==> src/rtl/panel_scan_pkg.sv <==
package panel_scan_pkg;

  localparam int SEL_W = 3;
  localparam logic [7:0] EOM_BYTE = 8'hFF;

  typedef enum logic [2:0] {
    RD_IDLE, RD_SEL, RD_LOAD, RD_LO, RD_HI, RD_SETTLE, RD_DONE
  } rd_state_e;

  typedef enum logic [1:0] {PH_INIT, PH_REPORT, PH_RUN} phase_e;

  typedef enum logic [2:0] {
    C_ISSUE, C_READ, C_CMP_M, C_CMP_A, C_REPORT
  } ctl_state_e;

  // image position of one of the two bytes a slot produces
  function automatic int unsigned img_index(int unsigned slot, bit aux);
    return slot * 2 + (aux ? 1 : 0);
  endfunction

  // slots 0..sw_rows-1 are switch rows, the rest are pot channels
  function automatic bit slot_is_pot(int unsigned slot, int unsigned sw_rows);
    return slot >= sw_rows;
  endfunction

  function automatic int unsigned slot_addr(int unsigned slot, int unsigned sw_rows);
    return (slot < sw_rows) ? slot : slot - sw_rows;
  endfunction

endpackage

==> src/rtl/ps_slot_reader.sv <==
module ps_slot_reader
  import panel_scan_pkg::*;
#(
  parameter int DATA_W = 8
) (
  input  logic              clk,
  input  logic              rst_n,
  input  logic              start,
  input  logic              is_pot,
  input  logic [SEL_W-1:0]  addr,
  input  logic              ser_main,
  input  logic              ser_aux,
  input  logic [DATA_W-1:0] adc_main,
  input  logic [DATA_W-1:0] adc_aux,
  output logic [SEL_W-1:0]  sel,
  output logic              mux_off,
  output logic              load_n,
  output logic              ser_clk,
  output logic              done,
  output logic [DATA_W-1:0] byte_m,
  output logic [DATA_W-1:0] byte_a
);

  localparam int BCNT_W = (DATA_W > 1) ? $clog2(DATA_W) : 1;
  localparam int RCNT_W = $clog2(DATA_W + 1);
  localparam logic [BCNT_W-1:0] LAST_BIT = BCNT_W'(DATA_W - 1);

  rd_state_e         st_q;
  logic [SEL_W-1:0]  sel_q;
  logic              off_q, ld_q, clk_q, pot_q;
  logic [BCNT_W-1:0] bcnt_q;
  logic [DATA_W-1:0] bm_q, ba_q;

  always_ff @(posedge clk or negedge rst_n) begin
    if (!rst_n) begin
      st_q   <= RD_IDLE;
      sel_q  <= '0;
      off_q  <= 1'b1;
      ld_q   <= 1'b1;
      clk_q  <= 1'b0;
      pot_q  <= 1'b0;
      bcnt_q <= '0;
      bm_q   <= '0;
      ba_q   <= '0;
    end else begin
      unique case (st_q)
        RD_IDLE: if (start) begin
          sel_q <= addr;
          off_q <= !is_pot;
          pot_q <= is_pot;
          st_q  <= is_pot ? RD_SETTLE : RD_SEL;
        end
        RD_SEL: begin
          ld_q <= 1'b0;
          st_q <= RD_LOAD;
        end
        RD_LOAD: begin
          ld_q   <= 1'b1;
          bcnt_q <= '0;
          st_q   <= RD_LO;
        end
        RD_LO: begin
          clk_q <= 1'b1;
          bm_q  <= {bm_q[DATA_W-2:0], ser_main};
          ba_q  <= {ba_q[DATA_W-2:0], ser_aux};
          st_q  <= RD_HI;
        end
        RD_HI: begin
          clk_q  <= 1'b0;
          bcnt_q <= bcnt_q + 1'b1;
          st_q   <= (bcnt_q == LAST_BIT) ? RD_DONE : RD_LO;
        end
        RD_SETTLE: begin
          bm_q <= adc_main;
          ba_q <= adc_aux;
          st_q <= RD_DONE;
        end
        RD_DONE: begin
          off_q <= 1'b1;
          st_q  <= RD_IDLE;
        end
        default: st_q <= RD_IDLE;
      endcase
    end
  end

  assign sel     = sel_q;
  assign mux_off = off_q;
  assign load_n  = ld_q;
  assign ser_clk = clk_q;
  assign done    = (st_q == RD_DONE);
  assign byte_m  = bm_q;
  assign byte_a  = ba_q;

  // observation of the serial clock seen at the pins
  logic              clk_d;
  logic              clk_rise_evt;
  logic [RCNT_W-1:0] rise_cnt;
  assign clk_rise_evt = clk_q && !clk_d;

  always_ff @(posedge clk or negedge rst_n) begin
    if (!rst_n) begin
      clk_d    <= 1'b0;
      rise_cnt <= '0;
    end else begin
      clk_d <= clk_q;
      if (!ld_q)             rise_cnt <= '0;
      else if (clk_rise_evt) rise_cnt <= rise_cnt + 1'b1;
    end
  end


  load_one_cycle_chk: assert property (@(posedge clk) disable iff (!rst_n)
    $fell(ld_q) |=> ld_q);

  no_clock_in_load_chk: assert property (@(posedge clk) disable iff (!rst_n)
    !ld_q |-> !clk_q);

  clock_high_one_chk: assert property (@(posedge clk) disable iff (!rst_n)
    $rose(clk_q) |=> !clk_q);

  sel_hold_chk: assert property (@(posedge clk) disable iff (!rst_n)
    (!ld_q || clk_q) |-> $stable(sel_q));

  eight_clocks_chk: assert property (@(posedge clk) disable iff (!rst_n)
    (done && !pot_q) |-> rise_cnt == RCNT_W'(DATA_W));

endmodule

==> src/rtl/ps_image_store.sv <==
module ps_image_store #(
  parameter int N      = 10,
  parameter int IDX_W  = 4,
  parameter int DATA_W = 8
) (
  input  logic              clk,
  input  logic              rst_n,
  input  logic              wr_en,
  input  logic [IDX_W-1:0]  wr_idx,
  input  logic [DATA_W-1:0] wr_data,
  input  logic [IDX_W-1:0]  rd_a_idx,
  output logic [DATA_W-1:0] rd_a_data,
  input  logic [IDX_W-1:0]  rd_b_idx,
  output logic [DATA_W-1:0] rd_b_data
);

  logic [DATA_W-1:0] mem [N];

  for (genvar g = 0; g < N; g++) begin : g_byte
    always_ff @(posedge clk or negedge rst_n) begin
      if (!rst_n)                                 mem[g] <= '0;
      else if (wr_en && wr_idx == IDX_W'(g))      mem[g] <= wr_data;
    end
  end

  assign rd_a_data = (rd_a_idx < IDX_W'(N)) ? mem[rd_a_idx] : '0;
  assign rd_b_data = (rd_b_idx < IDX_W'(N)) ? mem[rd_b_idx] : '0;

endmodule

==> src/rtl/ps_change_notify.sv <==
module ps_change_notify #(
  parameter int IDX_W  = 4,
  parameter int DATA_W = 8
) (
  input  logic              clk,
  input  logic              rst_n,
  input  logic              raise,
  input  logic [IDX_W-1:0]  raise_idx,
  input  logic [DATA_W-1:0] raise_val,
  input  logic              ack,
  output logic              irq,
  output logic [IDX_W-1:0]  idx,
  output logic [DATA_W-1:0] val
);

  always_ff @(posedge clk or negedge rst_n) begin
    if (!rst_n) begin
      irq <= 1'b0;
      idx <= '0;
      val <= '0;
    end else if (raise) begin
      irq <= 1'b1;
      idx <= raise_idx;
      val <= raise_val;
    end else if (ack) begin
      irq <= 1'b0;
    end
  end


  irq_hold_chk: assert property (@(posedge clk) disable iff (!rst_n)
    (irq && !ack) |=> irq);

  chg_stable_chk: assert property (@(posedge clk) disable iff (!rst_n)
    (irq && !ack) |=> ($stable(idx) && $stable(val)));

  raise_sets_chk: assert property (@(posedge clk) disable iff (!rst_n)
    raise |=> (irq && val == $past(raise_val) && idx == $past(raise_idx)));

endmodule

==> src/rtl/ps_report_tx.sv <==
module ps_report_tx #(
  parameter int          N      = 10,
  parameter int          IDX_W  = 4,
  parameter int          DATA_W = 8,
  parameter logic [7:0]  EOM    = 8'hFF
) (
  input  logic              clk,
  input  logic              rst_n,
  input  logic              active,
  input  logic              ready,
  output logic [IDX_W-1:0]  img_idx,
  input  logic [DATA_W-1:0] img_data,
  output logic              valid,
  output logic [DATA_W-1:0] data,
  output logic              finished
);

  logic [IDX_W-1:0] k_q;
  logic             at_end;

  assign at_end   = (k_q == IDX_W'(N));
  assign valid    = active;
  assign img_idx  = k_q;
  assign data     = at_end ? DATA_W'(EOM) : img_data;
  assign finished = active && ready && at_end;

  always_ff @(posedge clk or negedge rst_n) begin
    if (!rst_n)                 k_q <= '0;
    else if (active && ready)   k_q <= at_end ? '0 : k_q + 1'b1;
  end


  msg_hold_chk: assert property (@(posedge clk) disable iff (!rst_n)
    (valid && !ready) |=> (valid && $stable(data)));

endmodule

==> src/rtl/panel_scanner.sv <==
module panel_scanner
  import panel_scan_pkg::*;
#(
  parameter int SW_ROWS = 4,
  parameter int POT_CH  = 1,
  parameter int DATA_W  = 8,
  localparam int SLOTS  = SW_ROWS + POT_CH,
  localparam int IMG_N  = 2 * SLOTS,
  localparam int IDX_W  = $clog2(IMG_N + 1),
  localparam int SLOT_W = (SLOTS > 1) ? $clog2(SLOTS) : 1
) (
  input  logic              clk,
  input  logic              rst_n,
  input  logic              ser_main,
  input  logic              ser_aux,
  input  logic [DATA_W-1:0] adc_main,
  input  logic [DATA_W-1:0] adc_aux,
  output logic [SEL_W-1:0]  row_sel,
  output logic              mux_off,
  output logic              load_n,
  output logic              ser_clk,
  output logic [DATA_W-1:0] msg_data,
  output logic              msg_valid,
  input  logic              msg_ready,
  output logic              chg_irq,
  input  logic              irq_ack,
  output logic [IDX_W-1:0]  chg_idx,
  output logic [DATA_W-1:0] chg_val
);

  phase_e            phase_q;
  ctl_state_e        cs_q;
  logic [SLOT_W-1:0] slot_q;

  logic              rd_start, rd_done, cur_pot;
  logic [SEL_W-1:0]  cur_addr;
  logic [DATA_W-1:0] rd_bm, rd_ba;

  logic              in_cmp, cmp_aux, is_init, cmp_stall, cmp_diff;
  logic              img_wr, raise_evt, last_slot, tx_finished;
  logic [IDX_W-1:0]  cmp_idx, tx_idx;
  logic [DATA_W-1:0] new_byte, stored_byte, tx_byte;

  assign cur_pot   = slot_is_pot(32'(slot_q), SW_ROWS);
  assign cur_addr  = SEL_W'(slot_addr(32'(slot_q), SW_ROWS));
  assign rd_start  = (cs_q == C_ISSUE);
  assign in_cmp    = (cs_q == C_CMP_M) || (cs_q == C_CMP_A);
  assign cmp_aux   = (cs_q == C_CMP_A);
  assign cmp_idx   = IDX_W'(img_index(32'(slot_q), cmp_aux));
  assign new_byte  = cmp_aux ? rd_ba : rd_bm;
  assign is_init   = (phase_q == PH_INIT);
  assign cmp_stall = in_cmp && !is_init && chg_irq;
  assign cmp_diff  = (new_byte != stored_byte);
  assign img_wr    = in_cmp && !cmp_stall && (is_init || cmp_diff);
  assign raise_evt = in_cmp && !cmp_stall && !is_init && cmp_diff;
  assign last_slot = (slot_q == SLOT_W'(SLOTS - 1));

  ps_slot_reader #(.DATA_W(DATA_W)) u_reader (
    .clk      (clk),
    .rst_n    (rst_n),
    .start    (rd_start),
    .is_pot   (cur_pot),
    .addr     (cur_addr),
    .ser_main (ser_main),
    .ser_aux  (ser_aux),
    .adc_main (adc_main),
    .adc_aux  (adc_aux),
    .sel      (row_sel),
    .mux_off  (mux_off),
    .load_n   (load_n),
    .ser_clk  (ser_clk),
    .done     (rd_done),
    .byte_m   (rd_bm),
    .byte_a   (rd_ba)
  );

  ps_image_store #(.N(IMG_N), .IDX_W(IDX_W), .DATA_W(DATA_W)) u_image (
    .clk       (clk),
    .rst_n     (rst_n),
    .wr_en     (img_wr),
    .wr_idx    (cmp_idx),
    .wr_data   (new_byte),
    .rd_a_idx  (cmp_idx),
    .rd_a_data (stored_byte),
    .rd_b_idx  (tx_idx),
    .rd_b_data (tx_byte)
  );

  ps_change_notify #(.IDX_W(IDX_W), .DATA_W(DATA_W)) u_notify (
    .clk       (clk),
    .rst_n     (rst_n),
    .raise     (raise_evt),
    .raise_idx (cmp_idx),
    .raise_val (new_byte),
    .ack       (irq_ack),
    .irq       (chg_irq),
    .idx       (chg_idx),
    .val       (chg_val)
  );

  ps_report_tx #(.N(IMG_N), .IDX_W(IDX_W), .DATA_W(DATA_W), .EOM(EOM_BYTE)) u_tx (
    .clk      (clk),
    .rst_n    (rst_n),
    .active   (cs_q == C_REPORT),
    .ready    (msg_ready),
    .img_idx  (tx_idx),
    .img_data (tx_byte),
    .valid    (msg_valid),
    .data     (msg_data),
    .finished (tx_finished)
  );

  always_ff @(posedge clk or negedge rst_n) begin
    if (!rst_n) begin
      phase_q <= PH_INIT;
      cs_q    <= C_ISSUE;
      slot_q  <= '0;
    end else begin
      unique case (cs_q)
        C_ISSUE: cs_q <= C_READ;
        C_READ:  if (rd_done) cs_q <= C_CMP_M;
        C_CMP_M: if (!cmp_stall) cs_q <= C_CMP_A;
        C_CMP_A: if (!cmp_stall) begin
          if (last_slot) begin
            slot_q <= '0;
            if (is_init) begin
              phase_q <= PH_REPORT;
              cs_q    <= C_REPORT;
            end else begin
              cs_q <= C_ISSUE;
            end
          end else begin
            slot_q <= slot_q + 1'b1;
            cs_q   <= C_ISSUE;
          end
        end
        C_REPORT: if (tx_finished) begin
          phase_q <= PH_RUN;
          cs_q    <= C_ISSUE;
        end
        default: cs_q <= C_ISSUE;
      endcase
    end
  end


  quiet_before_run_chk: assert property (@(posedge clk) disable iff (!rst_n)
    (phase_q != PH_RUN) |-> !chg_irq);

  msg_only_in_report_chk: assert property (@(posedge clk) disable iff (!rst_n)
    msg_valid |-> (phase_q == PH_REPORT));

  pot_select_chk: assert property (@(posedge clk) disable iff (!rst_n)
    !mux_off |-> load_n);

endmodule

==> config.mk <==
export PLATFORM = sky130hd
export DESIGN_NAME = panel_scanner
export DESIGN_NICKNAME = d
export VERILOG_FILES = /design/src/rtl/panel_scan_pkg.sv /design/src/rtl/ps_slot_reader.sv /design/src/rtl/ps_image_store.sv /design/src/rtl/ps_change_notify.sv /design/src/rtl/ps_report_tx.sv /design/src/rtl/panel_scanner.sv
export SDC_FILE = /design/constraint.sdc
export NUM_CORES = 1
export LEC_CHECK = 0
export ABC_AREA = 0
export BUFFER_PORTS_ARGS = -buffer_cell sky130_fd_sc_hd__buf_2
export CORE_MARGIN = 2
export CORE_UTILIZATION = 55
export DETAILED_ROUTE_END_ITERATION = 7
export PLACE_DENSITY = 0.76
export SYNTH_ARGS = -nofsm -noshare
export SYNTH_HDL_FRONTEND = slang
export SYNTH_HIERARCHICAL = 1
export SYNTH_SLANG_ARGS = --single-unit
==> constraint.sdc <==
create_clock -name clk -period 3.7 [get_ports clk]
set_clock_uncertainty 0.05 [all_clocks]
set_input_delay 0.37 -clock clk [delete_from_list [all_inputs] [get_ports clk]]
set_output_delay 0.37 -clock clk [all_outputs]
set_load 0.02 [all_outputs]
# Word level (Yosys, flattened, before mapping)
# Index checks and enable logic that the tools add are counted.
# W data, S select, Z words.
# word_totals
ff_bits,133
inputBits,22
output_inout_bits,28
word_cells,147
# classes
addsub,5
order_cmp,6
n_eq_ne,30
n_mux,39
n_bitwise,3
reduce_logical,39
# op_table
operator,count
$bmux W8 S4,2
$mux W8,8
$mux W3,11
$pmux W8 S2,2
$eq A3 B3 Y1 const B,6
$logic_and A1 B1 Y1,18
$pmux W3 S6,1
$eq A4 B3 Y1 const B,4
$pmux W3 S5,1
$reduce_bool A2 Y1,7
$eq A3 B2 Y1 const B,4
$eq A4 B4 Y1 const B,3
$ge A5 B5 Y1 const B,2
$ne A2 B2 Y1 const B,5
$not A4 Y5,2
$eq A4 B2 Y1 const B,2
$lt A4 B4 Y1 const B,2
$mux W2,4
$ne A8 B8 Y1,1
$add A3 B1 Y3 const B,2
$eq A3 B1 Y1 const B,2
$logic_not A3 Y1,2
$pmux W1 S2,3
$pmux W3 S2,1
other kinds (18),27

# Depth between registers and ports, before layout
# logic_depth
ltp_word,12
ltp_mapped,17
depth_no_buf,13

# By module
# Netlist, hierarchy kept.
# modules_own_cells
mod,n_inst,cells_each,area_each_um2,seq_area_each_um2
ps_image_store,1,331,4606.9,2001.9
ps_slot_reader,1,163,1629.1,703.2
panel_scanner,1,90,720.7,200.2
ps_change_notify,1,28,518.0,325.3
ps_report_tx,1,30,291.5,100.1

# Worst setup path after synthesis
# Ideal clock, no wire load.
# synth_path
kind,flip-flop to flip-flop
startpoint,register cs_q[2]
endpoint,register u_image/mem[48] (netlist name)
setup_ps,125
arrival_ps,3838
t_required_ps,3525
path_slack_ps,-312
stages_incl_launch_ff,18
path_buffers,5
synth_period_minus_slack_ps,4012
path_cell_list,dfrtp_1 nand3b_2 inv_1 buf_6 buf_12 buf_6 buf_6 a211oi_1 o32ai_1 xnor2_1 nand2_1 or4_1 a211oi_2 a31oi_1 nor3b_4 and2b_1 buf_4 mux2_2
# synth_between
elab_chain_len,12
elab_cells_between_ends,21
cone_classes,add/sub: 1; order compare: 1; eq/ne: 4; mux: 6; bitwise: 1; reduce/logical: 8
# synth_rtl
item,line,text
start: declaration,panel_scanner.sv:32,ctl_state_e cs_q;
start signal: assignment,panel_scanner.sv:116,cs_q <= C_ISSUE;
start signal: assignment,panel_scanner.sv:120,C_ISSUE: cs_q <= C_READ;
start signal: assignment,panel_scanner.sv:121,C_READ: if (rd_done) cs_q <= C_CMP_M;
$eq A3 B2 Y1 *,panel_scanner.sv:48,assign cmp_aux = (cs_q == C_CMP_A);
named net cmp_aux,panel_scanner.sv:39,"logic in_cmp, cmp_aux, is_init, cmp_stall, cmp_diff;"
$mux W1 *,panel_scan_pkg.sv:18,return slot * 2 + (aux ? 1 : 0);
$add A4 B1 Y4 *,panel_scan_pkg.sv:18,
$not A4 Y5 (implied by the code),ps_image_store.sv:26,assign rd_a_data = (rd_a_idx < IDX_W'(N)) ? mem[rd_a_idx] : '0;
$bmux W8 S4,ps_image_store.sv:26,
$mux W8 (implied by the code) (2 in series),ps_image_store.sv:26,
$mux W8 *,ps_image_store.sv:26,
named net stored_byte[3],panel_scanner.sv:42,"logic [DATA_W-1:0] new_byte, stored_byte, tx_byte;"
$ne A8 B8 Y1 *,panel_scanner.sv:53,assign cmp_diff = (new_byte != stored_byte);
$logic_or A1 B1 Y1 *,panel_scanner.sv:54,assign img_wr = in_cmp && !cmp_stall && (is_init || cmp_diff);
$logic_and A1 B1 Y1 *,panel_scanner.sv:54,
named net img_wr,panel_scanner.sv:40,"logic img_wr, raise_evt, last_slot, tx_finished;"
$logic_and A1 B1 Y1 *,ps_image_store.sv:22,else if (wr_en && wr_idx == IDX_W'(g)) mem[g] <= wr_data;
end signal: indexed assignment,ps_image_store.sv:22,
end: declaration,ps_image_store.sv:17,logic [DATA_W-1:0] mem [N];
# The timed path passes the listed nets; every way through them passes the cells marked *. The select of a mux whose other input is x is not followed.
# A chain may end at the register's enable or synchronous reset.

# Worst setup path in the final report
# layout_path
startpoint,register cs_q[0]
endpoint,register u_image/mem[79] (netlist name)
# Same word-level chain as after synthesis.

==> results.md <==
- Fmax: 257 MHz
- Final non-filler cell total: 897
- Min Hold Slack: between 0.15 and 0.2 ns
- Filler cell count: 991
- Largest net degree at the start of global routing: 86
- Root buf cell: clkbuf_16
- Total track usage: 0.276
- Via-to-Cell Ratio: 6.28
- Final Net Count: 730
- Worst setup SP type: flip-flop
- Synth warn: 6
- WL/cell: 21.9 µm
- Critical path launch point: cs_q[0]
- Register area share after synthesis: 0.429
- Wire length of the first global-routing pass: 31200 µm
- Initial core utilization: 0.562
- CP Data Required Time: approximately 4.0 ns
- WS Path Type: flip-flop to flip-flop
- Total number of vias: approximately 5600
- CP endpoint kind: flip-flop
- Antenna violations before repair: 0
- Asr flop ratio synth: 1.00
- Initial detailed-routing violation count: 434
- Layout area overhead: 16.4%
- TritonCTS clock tree: built
- Yosys reg bits: around 130
- Worst Hold Depth: 3
- PnR worst setup slack: -0.184 ns
- H-tree depth: 4
- Area after DPL: between 8000 and 9000 µm²
- Final setup viols: 71
- Die ar.: 15100 µm²
- Inserted Diodes: 0
- Syn Area/Cell: 12.1 µm²
- Leak: around 0.0042 µW
- Fin crit period: around 3.9 ns
- PD cells: ~870 nW/µm²
- Final Cycle Share: 1.05
- TNS Setup: -6.72 ns
- CORE AREA: 13800 µm²
- Post-Syn Instances: 642
- Mapped Area: 7770 µm²
- Drt drc: 0
- Row cnt: 43
- Post-synth EDFFs: 0
- PortBufs: 49
- Vias in the first global route: 5790
- Max Slew Vio Count: 0
- Total I/O pin count: 50
- Dpl cells: 859
- Clock Path Buffers: 2
- Routed WL: just under 20000 µm
- Worst R2R Start: cs_q[0]
- CTS sink count: 133
- Die Ht: around 120 µm
- DRT antenna net count: 0
- FF+latch area: 3340 µm²
- Total CTS buffers: 17
- GP Congestion: 0.935
- HPWL Detailed: 13200 µm
- Die W: 123 µm
- CTS clk-pin slew, worst paths: around 0.06 ns
- Worst Path Arrival: 4.14 ns
- Clock Latency Late Sink: 0.43 ns
- Min-delay src: irq_ack
- Synth top area cells: dfrtp_1, mux2_2, mux2i_1, mux2_4, o22ai_1
- Multi-input gate area: between 4000 and 5000 µm²
- Power, Total: 7830 µW
- Global route total overflow: 0
- Synth top area share: 0.422
- Min-Delay Path Class: input pin to flip-flop
- RSZ-0062 raised after global routing: yes
- Syn_nets: 668
- Synth area leader: dfrtp_1
- Share of cells above drive strength 1: 0.430
- Failing checks: negative setup slack
- MaxCap Viol Count: 0
- Relative slew slack: 0.330
- Status: finished with violations
- Critical path peak fanout: 8
- Final hold vios: 0
- Reg2Reg Depth: 13
- Drt first pass iters: 5
- Post-synth cell types: 67
- Top_reg_cell synth: dfrtp_1
- Least-Margin Pin Slew: approximately 1 ns
- Final instance area: 9040 µm²
- Peak VDD IR: 514 µV
[report_power, final]
part | internal (µW) | leakage [µW] | switching [µW]
Sequential | 1890 | 0.00175 | 656
Clock | 1070 | 0.000278 | 642
Combinational | 1680 | 0.00218 | 1890
Total | 4650 | 0.00421 | 3190
[path summary, 6_finish.rpt]
| kind | slack [ns] | end |
|---|---|---|
| worst max register to register | -0.18 | u_image/mem[79] |
| worst min-delay path | 0.17 | u_notify/irq |
| min in group asynchronous | 0.48 | u_image/mem[0] |
| worst max-delay path | -0.18 | u_image/mem[79] |
| worst min register to register | 0.44 | phase_q[1] |
| max in group asynchronous | 2.21 | slot_q[0] |
[per-layer routing]
layer,global-route usage,wire (µm),up-vias
met5,0,0,-
met4,0.111,574,0
met3,0.0632,1370,42
met2,0.424,9440,242
met1,0.379,8250,2827
li1,-,-,2525
[synthesized netlist by cell type (5+ instances only)]
cell type  instances
nor2b_1            5
nor2_1            12
or2_2             14
or2_1             12
dfrtp_1          131
buf_2              7
o2bb2ai_1          9
a21oi_1           21
o22ai_1           37
mux4_2             7
mux2_4            18
buf_6             17
nand2b_1          12
buf_4              8
o21ai_0            7
inv_1             14
buf_1             10
xnor2_1            7
o311ai_1          16
nand2_1           27
or3_1             17
a211oi_1           7
o32ai_1           10
mux2i_1           46
mux2_2            99
[final cells by class]
cell class / instances / area share
clock buffer: 20 / 0.0494
clock inverter: 12 / 0.0172
inverter: 16 / 0.00706
multi-input combinational: 444 / 0.459
sequential: 133 / 0.369
tap: 180 / 0.0249
timing repair buffer: 92 / 0.0732
[flip-flops by register name (all words and copies together), names as in the netlist, 4 cells and up]
signal / cells
u_reader/byte_a: 8
u_notify/val: 8
u_image/mem: 80
u_reader/byte_m: 8
u_tx/img_idx: 4
u_notify/idx: 4
[timing repair]
action	CTS	global route
setup endpoints to repair	56	93
pin swaps	1	10
hold buffers	1	0
setup buffers	3	2
endpoints found under the hold margin	48	0
gates resized for setup	15	8
[layout by cell type, fill, tap and decap left out, drive strengths merged, types with 4 or more instances in the layout]
| cell | synthesis | final |
|---|---|---|
| mux2i | 46 | 46 |
| dfrtp | 131 | 131 |
| or2 | 26 | 26 |
| nand2 | 29 | 29 |
| clkbuf | 3 | 20 |
| o32ai | 10 | 10 |
| nor2 | 15 | 15 |
| o22ai | 37 | 37 |
| nor2b | 6 | 6 |
| nand2b | 12 | 12 |
| o2bb2ai | 9 | 9 |
| a21o | 4 | 4 |
| nor3 | 4 | 4 |
| ha | 4 | 4 |
| o311ai | 16 | 16 |
| nand3b | 4 | 4 |
| mux4 | 11 | 11 |
| o21ai | 8 | 8 |
| a211oi | 8 | 8 |
| a21oi | 21 | 21 |
| buf | 46 | 91 |
| nor3b | 4 | 4 |
| clkinv | 0 | 4 |
| mux2 | 119 | 119 |
| clkinvlp | 0 | 6 |
| or3 | 18 | 18 |
| inv | 16 | 15 |
| xnor2 | 7 | 7 |
[kinds of logic after synthesis]
group,count (synthesis),share of synthesized area
fa+ha+maj,4,0.00644
buf+inv,65,0.0612
other cells,1,0.000483
compound gates,126,0.115
mux,176,0.274
simple gates,128,0.102
flops,133,0.429
xor+xnor,9,0.0121
[per-stage QoR]
step                worst slack, ns   util
floorplan                   -0.0560      -
global placement             -0.164  0.600
detailed placement           -0.225  0.600
CTS                          -0.138  0.650
global route                 -0.277  0.654
finish                       -0.184  0.654
[worst max-delay path, stage by stage (launching register included)]
cell        delay, ns
dfrtp_2          0.42
nand3b_4         0.10
clkinvlp_4       0.17
buf_6            0.19
mux2i_4          0.19
mux4_2           0.50
o22ai_4          0.21
o22ai_1          0.11
or4_4            0.50
a211oi_4         0.32
a31oi_4          0.17
nor3b_4          0.22
nand2_2          0.22
mux2_2           0.39
Power figures use the tool's default switching activity.
